File: src/rtl/rdser_pkg.sv
package rdser_pkg;
  typedef enum logic [2:0] {
    ST_IDLE    = 3'd0,
    ST_SNOOP   = 3'd1,
    ST_WBACK   = 3'd2,
    ST_ISSUE   = 3'd3,
    ST_DEALLOC = 3'd4
  } rd_state_e;

  typedef struct packed {
    logic snp_need;
    logic rd_need;
  } rd_desc_t;

  localparam int DESC_W = $bits(rd_desc_t);
endpackage

File: src/rtl/rdser_fifo.sv
module rdser_fifo #(
  parameter int DEPTH = 4,
  parameter int W     = 2
) (
  input  logic         clk,
  input  logic         rst_n,
  input  logic         wr_en,
  input  logic [W-1:0] wr_data,
  input  logic         rd_en,
  output logic [W-1:0] rd_data,
  output logic         empty,
  output logic         full
);
  localparam int PW = (DEPTH > 1) ? $clog2(DEPTH) : 1;
  localparam int CW = $clog2(DEPTH + 1);

  logic [W-1:0]  mem_q [DEPTH];
  logic [PW-1:0] wptr_q, rptr_q;
  logic [CW-1:0] cnt_q;
  logic          wr_ok;

  assign full    = (cnt_q == CW'(DEPTH));
  assign empty   = (cnt_q == '0);
  assign wr_ok   = wr_en && !full;
  assign rd_data = mem_q[rptr_q];

  function automatic logic [PW-1:0] ptr_inc(input logic [PW-1:0] p);
    return (p == PW'(DEPTH - 1)) ? '0 : p + 1'b1;
  endfunction

  always_ff @(posedge clk or negedge rst_n) begin
    if (!rst_n) begin
      wptr_q <= '0;
      rptr_q <= '0;
      cnt_q  <= '0;
    end else begin
      if (wr_ok) wptr_q <= ptr_inc(wptr_q);
      if (rd_en) rptr_q <= ptr_inc(rptr_q);
      if (wr_ok && !rd_en)      cnt_q <= cnt_q + 1'b1;
      else if (!wr_ok && rd_en) cnt_q <= cnt_q - 1'b1;
    end
  end

  for (genvar g = 0; g < DEPTH; g++) begin : g_slot
    always_ff @(posedge clk) begin
      if (wr_ok && (wptr_q == PW'(g))) mem_q[g] <= wr_data;
    end
  end
endmodule

File: src/rtl/rdser_fsm.sv
module rdser_fsm
  import rdser_pkg::*;
(
  input  logic      clk,
  input  logic      rst_n,
  input  logic      head_vld,
  input  rd_desc_t  head,
  input  logic      wb_pend,
  input  logic      mem_ack,
  input  logic      snp_done,
  input  logic      snp_dirty,
  input  logic      rd_issued,
  input  logic      done,
  output rd_state_e state,
  output logic      issue_rd,
  output logic      pop
);
  rd_state_e st_q, st_d;
  logic      rdneed_q, rdneed_d;
  logic      issued_q, issued_d;

  always_comb begin
    st_d     = st_q;
    rdneed_d = rdneed_q;
    case (st_q)
      ST_IDLE: begin
        if (head_vld) begin
          rdneed_d = head.rd_need;
          if (head.snp_need)                st_d = ST_SNOOP;
          else if (head.rd_need && wb_pend) st_d = ST_WBACK;
          else if (head.rd_need)            st_d = ST_ISSUE;
          else                              st_d = ST_DEALLOC;
        end
      end
      ST_SNOOP: begin
        if (snp_done) begin
          if (snp_dirty) begin
            rdneed_d = 1'b0;
            st_d     = ST_WBACK;
          end else begin
            st_d = rdneed_q ? ST_ISSUE : ST_DEALLOC;
          end
        end
      end
      ST_WBACK:   if (mem_ack)   st_d = rdneed_q ? ST_ISSUE : ST_DEALLOC;
      ST_ISSUE:   if (rd_issued) st_d = ST_DEALLOC;
      ST_DEALLOC: if (done)      st_d = ST_IDLE;
      default:                   st_d = ST_IDLE;
    endcase
  end

  assign issued_d = (st_q == ST_ISSUE) && (st_d == ST_ISSUE);

  always_ff @(posedge clk or negedge rst_n) begin
    if (!rst_n) begin
      st_q     <= ST_IDLE;
      rdneed_q <= 1'b0;
      issued_q <= 1'b0;
    end else begin
      st_q     <= st_d;
      rdneed_q <= rdneed_d;
      issued_q <= issued_d;
    end
  end

  assign state    = st_q;
  assign issue_rd = (st_q == ST_ISSUE) && !issued_q;
  assign pop      = (st_q == ST_DEALLOC) && done;
endmodule

File: src/rtl/rdser_engine.sv
module rdser_engine
  import rdser_pkg::*;
#(
  parameter int DEPTH = 4
) (
  input  logic       clk,
  input  logic       rst_n,
  input  logic       req_vld,
  input  logic       req_snp,
  input  logic       req_rd,
  input  logic       wb_pend,
  input  logic       mem_ack,
  input  logic       snp_done,
  input  logic       snp_dirty,
  input  logic       rd_issued,
  input  logic       done,
  output logic       issue_rd,
  output logic [2:0] state,
  output logic       pop,
  output logic       push_rej
);
  rd_desc_t          in_desc, head_desc;
  logic [DESC_W-1:0] head_bits;
  logic              q_empty, q_full, pop_w;
  rd_state_e         st_w;

  assign in_desc.snp_need = req_snp;
  assign in_desc.rd_need  = req_rd;
  assign head_desc        = rd_desc_t'(head_bits);

  rdser_fifo #(.DEPTH(DEPTH), .W(DESC_W)) fifo_i (
    .clk     (clk),
    .rst_n   (rst_n),
    .wr_en   (req_vld),
    .wr_data (in_desc),
    .rd_en   (pop_w),
    .rd_data (head_bits),
    .empty   (q_empty),
    .full    (q_full)
  );

  rdser_fsm fsm_i (
    .clk       (clk),
    .rst_n     (rst_n),
    .head_vld  (!q_empty),
    .head      (head_desc),
    .wb_pend   (wb_pend),
    .mem_ack   (mem_ack),
    .snp_done  (snp_done),
    .snp_dirty (snp_dirty),
    .rd_issued (rd_issued),
    .done      (done),
    .state     (st_w),
    .issue_rd  (issue_rd),
    .pop       (pop_w)
  );

  assign state    = st_w;
  assign pop      = pop_w;
  assign push_rej = req_vld && q_full;
endmodule

File: config.mk
export PLATFORM = sky130hd
export DESIGN_NAME = rdser_engine
export DESIGN_NICKNAME = d
export VERILOG_FILES = /design/src/rtl/rdser_pkg.sv /design/src/rtl/rdser_fifo.sv /design/src/rtl/rdser_fsm.sv /design/src/rtl/rdser_engine.sv
export SDC_FILE = /design/constraint.sdc
export NUM_CORES = 1
export LEC_CHECK = 0
export BUFFER_PORTS_ARGS = -buffer_cell sky130_fd_sc_hd__buf_4
export CORE_MARGIN = 5
export CORE_UTILIZATION = 55
export CTS_CLUSTER_SIZE = 28
export DETAILED_ROUTE_END_ITERATION = 10
export PLACE_DENSITY = 0.84
export SLEW_MARGIN = 10
export SYNTH_ARGS = -nofsm -noshare
export SYNTH_HDL_FRONTEND = slang
export SYNTH_HIERARCHICAL = 1
export SYNTH_SLANG_ARGS = --single-unit
File: constraint.sdc
create_clock -name clk -period 2.3 [get_ports clk]
set_input_delay 0.46 -clock clk [delete_from_list [all_inputs] [get_ports clk]]
set_output_delay 0.46 -clock clk [all_outputs]
set_load 0.005 [all_outputs]
Word level (Yosys, flattened, before mapping)
Memories as Yosys holds them, arrays and structs flattened. Cells that the tools add are included.

Word-level logic and storage cells: 85. Bits in registers: 12. RAM bits: 8. Output and inout port bits: 6. Memories kept: 1.

Reductions and logical operators: 25. $add $sub $neg: 4. Mux-type cells: 36. Equality and inequality tests: 13.

Memories: fifo_i.mem_q (words 4, width 2, read ports 1, clocked after memory_dff 0, write ports 1, RTL line rdser_fifo.sv:17) `logic [W-1:0] mem_q [DEPTH];`.

Operators by type and width (count): 3-bit two-way mux (12); 2-bit two-way mux (8); 3-bit one-hot mux with 5 select lines (1); 1-bit two-way mux (14); 1-bit logical AND (12); 3-bit by 2-bit equality test with 1-bit output, second input constant (3); 2-bit equality test, second input constant (3); 3-bit equality test, second input constant (2); 3-bit logical NOT (2); 2-bit inequality test, second input constant (3); 2-bit OR reduction (3); 2-bit by 1-bit adder with 2-bit output, second input constant (2); 1-bit logical NOT (4); 4-bit AND reduction (1); 2-bit nonzero test (2); 3-bit by 1-bit adder with 3-bit output, second input constant (1); 3-bit by 1-bit equality test with 1-bit output, second input constant (1); 3-bit by 1-bit subtractor with 3-bit output, second input constant (1); 2-bit by 1-bit equality test with 1-bit output, second input constant (1); 2-bit logical NOT (1); 1-bit one-hot mux with 2 select lines (1).

Longest topological paths before layout
Depth in word-level cells: 10. Gate-level depth with buffers: 9. Depth with buffers taken out: 9.

Modules after synthesis
Netlist, hierarchy kept.

By module, submodules not included: rdser_fifo (area an instance 739.5 sq um, times used 1, seq. area each 415.4 sq um, cells an instance 47); rdser_fsm (area an instance 374.1 sq um, times used 1, seq. area each 125.1 sq um, cells an instance 40); rdser_engine (area an instance 10.0 sq um, times used 1, seq. area each 0.0 sq um, cells an instance 2).

Worst setup path before layout
OpenSTA, ideal clock, no wires.

Kind: register to register. Start: register fsm_i.st_q[0] (netlist: fsm_i/state[0]). End: register fifo_i.cnt_q[1]. Setup time: 0.125 ns. Data arrival time: 1.938 ns. Path buffers: 1. Required time: 2.175 ns. Slack: 0.238 ns. Cell stages (with the launch flop): 8. Path through: dfrtp_1 > buf_4 > nor3_1 > inv_1 > ha_1 > inv_1 > fa_1 > mux2_2.

Longest elaborated chain between the ends: 5. Elaborated cells on any way between the ends: 7. Those cells by class: eq/ne: 1; mux: 1; reduce/logical: 5.

RTL lines: from (decl) (RTL line rdser_fsm.sv:18) `rd_state_e st_q, st_d;`; from (signal assigned) (RTL line rdser_fsm.sv:60) `st_q <= st_d;`; 3-bit equality test * (RTL line rdser_fsm.sv:68) `assign pop = (st_q == ST_DEALLOC) && done;`; 1-bit logical AND * (RTL line rdser_fsm.sv:68); named net pop (RTL line rdser_engine.sv:19) `output logic pop,`; 1-bit logical NOT (RTL line rdser_fifo.sv:39) `if (wr_ok && !rd_en) cnt_q <= cnt_q + 1'b1;`; 1-bit logical AND (RTL line rdser_fifo.sv:39); 3-bit two-way mux / 2-bit nonzero test (equally long branches); to (signal assigned) (RTL line rdser_fifo.sv:39); to (signal assigned) (RTL line rdser_fifo.sv:40) `else if (!wr_ok && rd_en) cnt_q <= cnt_q - 1'b1;`; to (decl) (RTL line rdser_fifo.sv:19) `logic [CW-1:0] cnt_q;`.

The timed path passes the listed nets; every way through them passes the cells marked *. A chain may end at the register's enable or synchronous reset.

Final worst setup path
Start: register fifo_i.cnt_q[2]. End: register fifo_i.cnt_q[2].

Longest elaborated chain between the ends: 6. Elaborated cells on any way between the ends: 11. Those cells by class: add/sub: 2; eq/ne: 1; mux: 2; reduce/logical: 6.

RTL lines: 3-bit equality test * (RTL line rdser_fifo.sv:22) `assign full = (cnt_q == CW'(DEPTH));`; named net q_full (RTL line rdser_engine.sv:24) `logic q_empty, q_full, pop_w;`; 1-bit logical NOT * (RTL line rdser_fifo.sv:24) `assign wr_ok = wr_en && !full;`; 1-bit logical AND * (RTL line rdser_fifo.sv:24); named net fifo_i.wr_ok (RTL line rdser_fifo.sv:20) `logic wr_ok;`; 1-bit logical NOT (RTL line rdser_fifo.sv:40); 1-bit logical AND (RTL line rdser_fifo.sv:40); 2-bit nonzero test (no line).

The timed path passes the listed nets; every way through them passes the cells marked *. The select of a mux whose other input is x is not followed.

==> run_results.csv <==
group,metric,value,unit
clock_tree,clk_pin_slew,100,ps
grt,grt_pass1_vias,746,
timing,setup_viol,0,
grt,antenna_found_initial,0,
timing,worst_pin_slew,313,ps
synthesis,async_flop_share,60.0,%
final_layout,syn2layout_area_growth,17.3,%
timing,finalCritPeriodShare,85.6,%
clock_tree,cts_tree,"built",
synthesis,syn_avg_cell_area,12.6,µm²
synthesis,ys_types,36,
synthesis,yosysSeqAreaShare,48.1,%
setup_path,cp.arrival,2200,ps
drt,viasPerCell,5.36,
power,ir_worst_vdd,650,µV
synthesis,synth_top_cell_by_area,"dfrtp_1",
clock_tree,clk_latency,300,ps
placement,port_buffers,16,
power,total_power,1.53,mW
setup_path,cp_max_fo,6,
timing,rsz0062_at_grt,"no",
grt,grt_pass1_wl,3.35,mm
setup_path,start_kind,"flip-flop",
flow_run,maxCapViolations,0,
grt,grt_max_degree,13,
final_layout,antenna_cells,0,
setup_path,ff2ff_path_depth,8,
synthesis,post-synth-top-count-cell,"dfrtp_1",
timing,fin_setup_tns,0,ps
clock_tree,cts_resized,0,
grt,grt_overflow,0,
drt,vias,739,
floorplanning,die_w,55.2,µm
grt,grtUsageTotal,14.1,%
setup_path,crit-reg2reg-launch,"fifo_i/cnt_q[2]",
synthesis,synth_cells,89,
synthesis,synth_fp_nets,107,
drt,drt_pass1_iterations,4,
final_layout,design_area,0.00132,mm²
setup_path,crit_type,"reg2reg",
floorplanning,ios,17,
setup_path,rr_endpoint,"fifo_i/cnt_q[2]",
synthesis,ys_warn_count,6,
setup_path,crit_required,2530,ps
timing,fin_crit,1970,ps
placement,place_congestion,0.721,
synthesis,synth-seq-cells,20,
synthesis,synth_edf_count,8,
final_layout,finish.net_count,130,
synthesis,synthFlopType,"dfrtp_1",
timing,slew_headroom,79.1,%
clock_tree,cts-root-buf,"clkbuf_4",
timing,hold_slack,328,ps
hold_path,hp-class,"in2reg",
power,p_per_area,1160,mW/mm²
timing,fin_skew,3.53,ps
synthesis,synth_common_cells,"12 x dfrtp_1, 8 x edfxtp_1, 8 x nor2_1",
power,p_leak,0.587,nW
setup_path,end_kind,"flip-flop",
hold_path,hold_depth,2,
final_layout,drive_above_1_share,32.4,%
floorplanning,die_area,0.00305,mm²
hold_path,hp-start,"rd_issued",
placement,place_area,0.00128,mm²
timing,hold_viol,0,
clock_tree,clockBufferDepth,2,
final_layout,n_fill_cell,164,
placement,dp_hpwl,1.51,mm
floorplanning,coreArea,0.00196,mm²
drt,ant_nets,0,
run_status,status,"finished clean",
clock_tree,numCtsBuffers,3,
setup_path,regToRegSetupSlack,330,ps
synthesis,synthTopCellsByArea,"dfrtp_1 27%, edfxtp_1 21%, ha_1 6.7%",
final_layout,fin_util,67.2,%
synthesis,syn_area,0.00112,mm²
drt,drcViolationCount,0,
synthesis,yosysTopAreaCellShare,26.7,%
drt,post_drt_wl_per_cell,14.1,µm
floorplanning,die_h,55.2,µm
clock_tree,ctsHtreeMaxLevel,1,
hold_path,hold-path-endpoint,"fsm_i/issued_q",
floorplanning,rows,16,
floorplanning,start_util,57.3,%
clock_tree,clock_sinks,20,
timing,max_freq,0.508,GHz
timing,drv_slew,0,
drt,initialDrtViolationCount,8,
drt,routed_wl,1.95,mm
## worst max-delay path by stage
stage	startpoint	end	slack [ps]	cells after the start
floorplan	fsm_i/state[0]	fifo_i/cnt_q[1]	240	7
global placement	done	fifo_i/cnt_q[1]	390	8
detailed placement	fifo_i/cnt_q[0]	fifo_i/cnt_q[2]	340	8
CTS	fifo_i/cnt_q[2]	fifo_i/cnt_q[2]	310	8
global route	fifo_i/cnt_q[0]	fifo_i/cnt_q[2]	180	8
finish	fifo_i/cnt_q[2]	fifo_i/cnt_q[2]	330	8
## flip-flops by register name, summed over array words and instances (netlist names)
register        count
fifo_i/mem_q        8
fifo_i/wptr_q       2
fifo_i/rptr_q       2
fsm_i/issued_q      1
fsm_i/state         3
fsm_i/rdneed_q      1
fifo_i/cnt_q        3
## through the flow
stage / std cells / worst slack [ps]
after floorplan: 89 / 238
after global placement: 133 / 385
after detailed placement: 133 / 337
after CTS: 138 / 306
after global routing: 138 / 179
final: 138 / 331
## layout make-up
cell class	instances	area, µm²	share of cell area [%]
flip-flops and latches	20	541	41.0
repair buffers	20	153	11.6
well taps	27	33.8	2.56
clock buffers	4	26.3	1.99
inverters	7	26.3	1.99
multi-input cells	60	538	40.8
## report_power, final
group,switching (mW),internal (mW)
clock network,0.104,0.0678
logic,0.305,0.412
registers,0.142,0.504
total,0.551,0.984
## routing by layer
layer	GRT usage, %	up-vias	routed length, µm
li1	-	359	-
met1	16.5	355	827
met2	22.1	20	945
met3	5.13	5	121
met4	8.33	0	55
met5	0	-	0
## critical path, stage by stage (launching register included)
cell,delay [ps]
dfrtp_1,420
nor3b_4,180
nor2b_4,200
ha_1,220
inv_1,60
fa_1,380
xor2_1,150
nor2_1,120
xor2_1,180
## placed cells by master (no fill, tap or decap), types with 2 or more instances in the layout
cell type	count
a21oi_1	2
and2_2	3
buf_4	19
clkbuf_4	3
dfrtp_1	12
edfxtp_1	8
ha_1	6
inv_1	7
mux2_2	4
mux2_4	2
mux4_2	2
nand2_1	4
nand2b_1	2
nand3b_1	3
nor2_1	8
nor3_1	2
nor3b_1	2
xor2_1	2
## cells by family (layout without fill, tap and decap cells)
| group | Yosys count | in the layout | synth area share, % |
|---|---|---|---|
| adder cells (fa/ha/maj) | 7 | 7 | 8.46 |
| buffers and inverters | 9 | 31 | 4.01 |
| multiplexers | 8 | 8 | 10.7 |
| AO/OA/AOI/OAI | 9 | 9 | 5.79 |
| AND/OR/NAND/NOR | 33 | 33 | 20.6 |
| XOR/XNOR | 3 | 3 | 2.34 |
| flip-flops | 20 | 20 | 48.1 |
## what timing repair did
action,4_1_cts,5_1_grt
hold buffers,1,0
setup buffers,0,0
endpoints found under the hold margin,12,0
(Power assumes the default switching activity.)
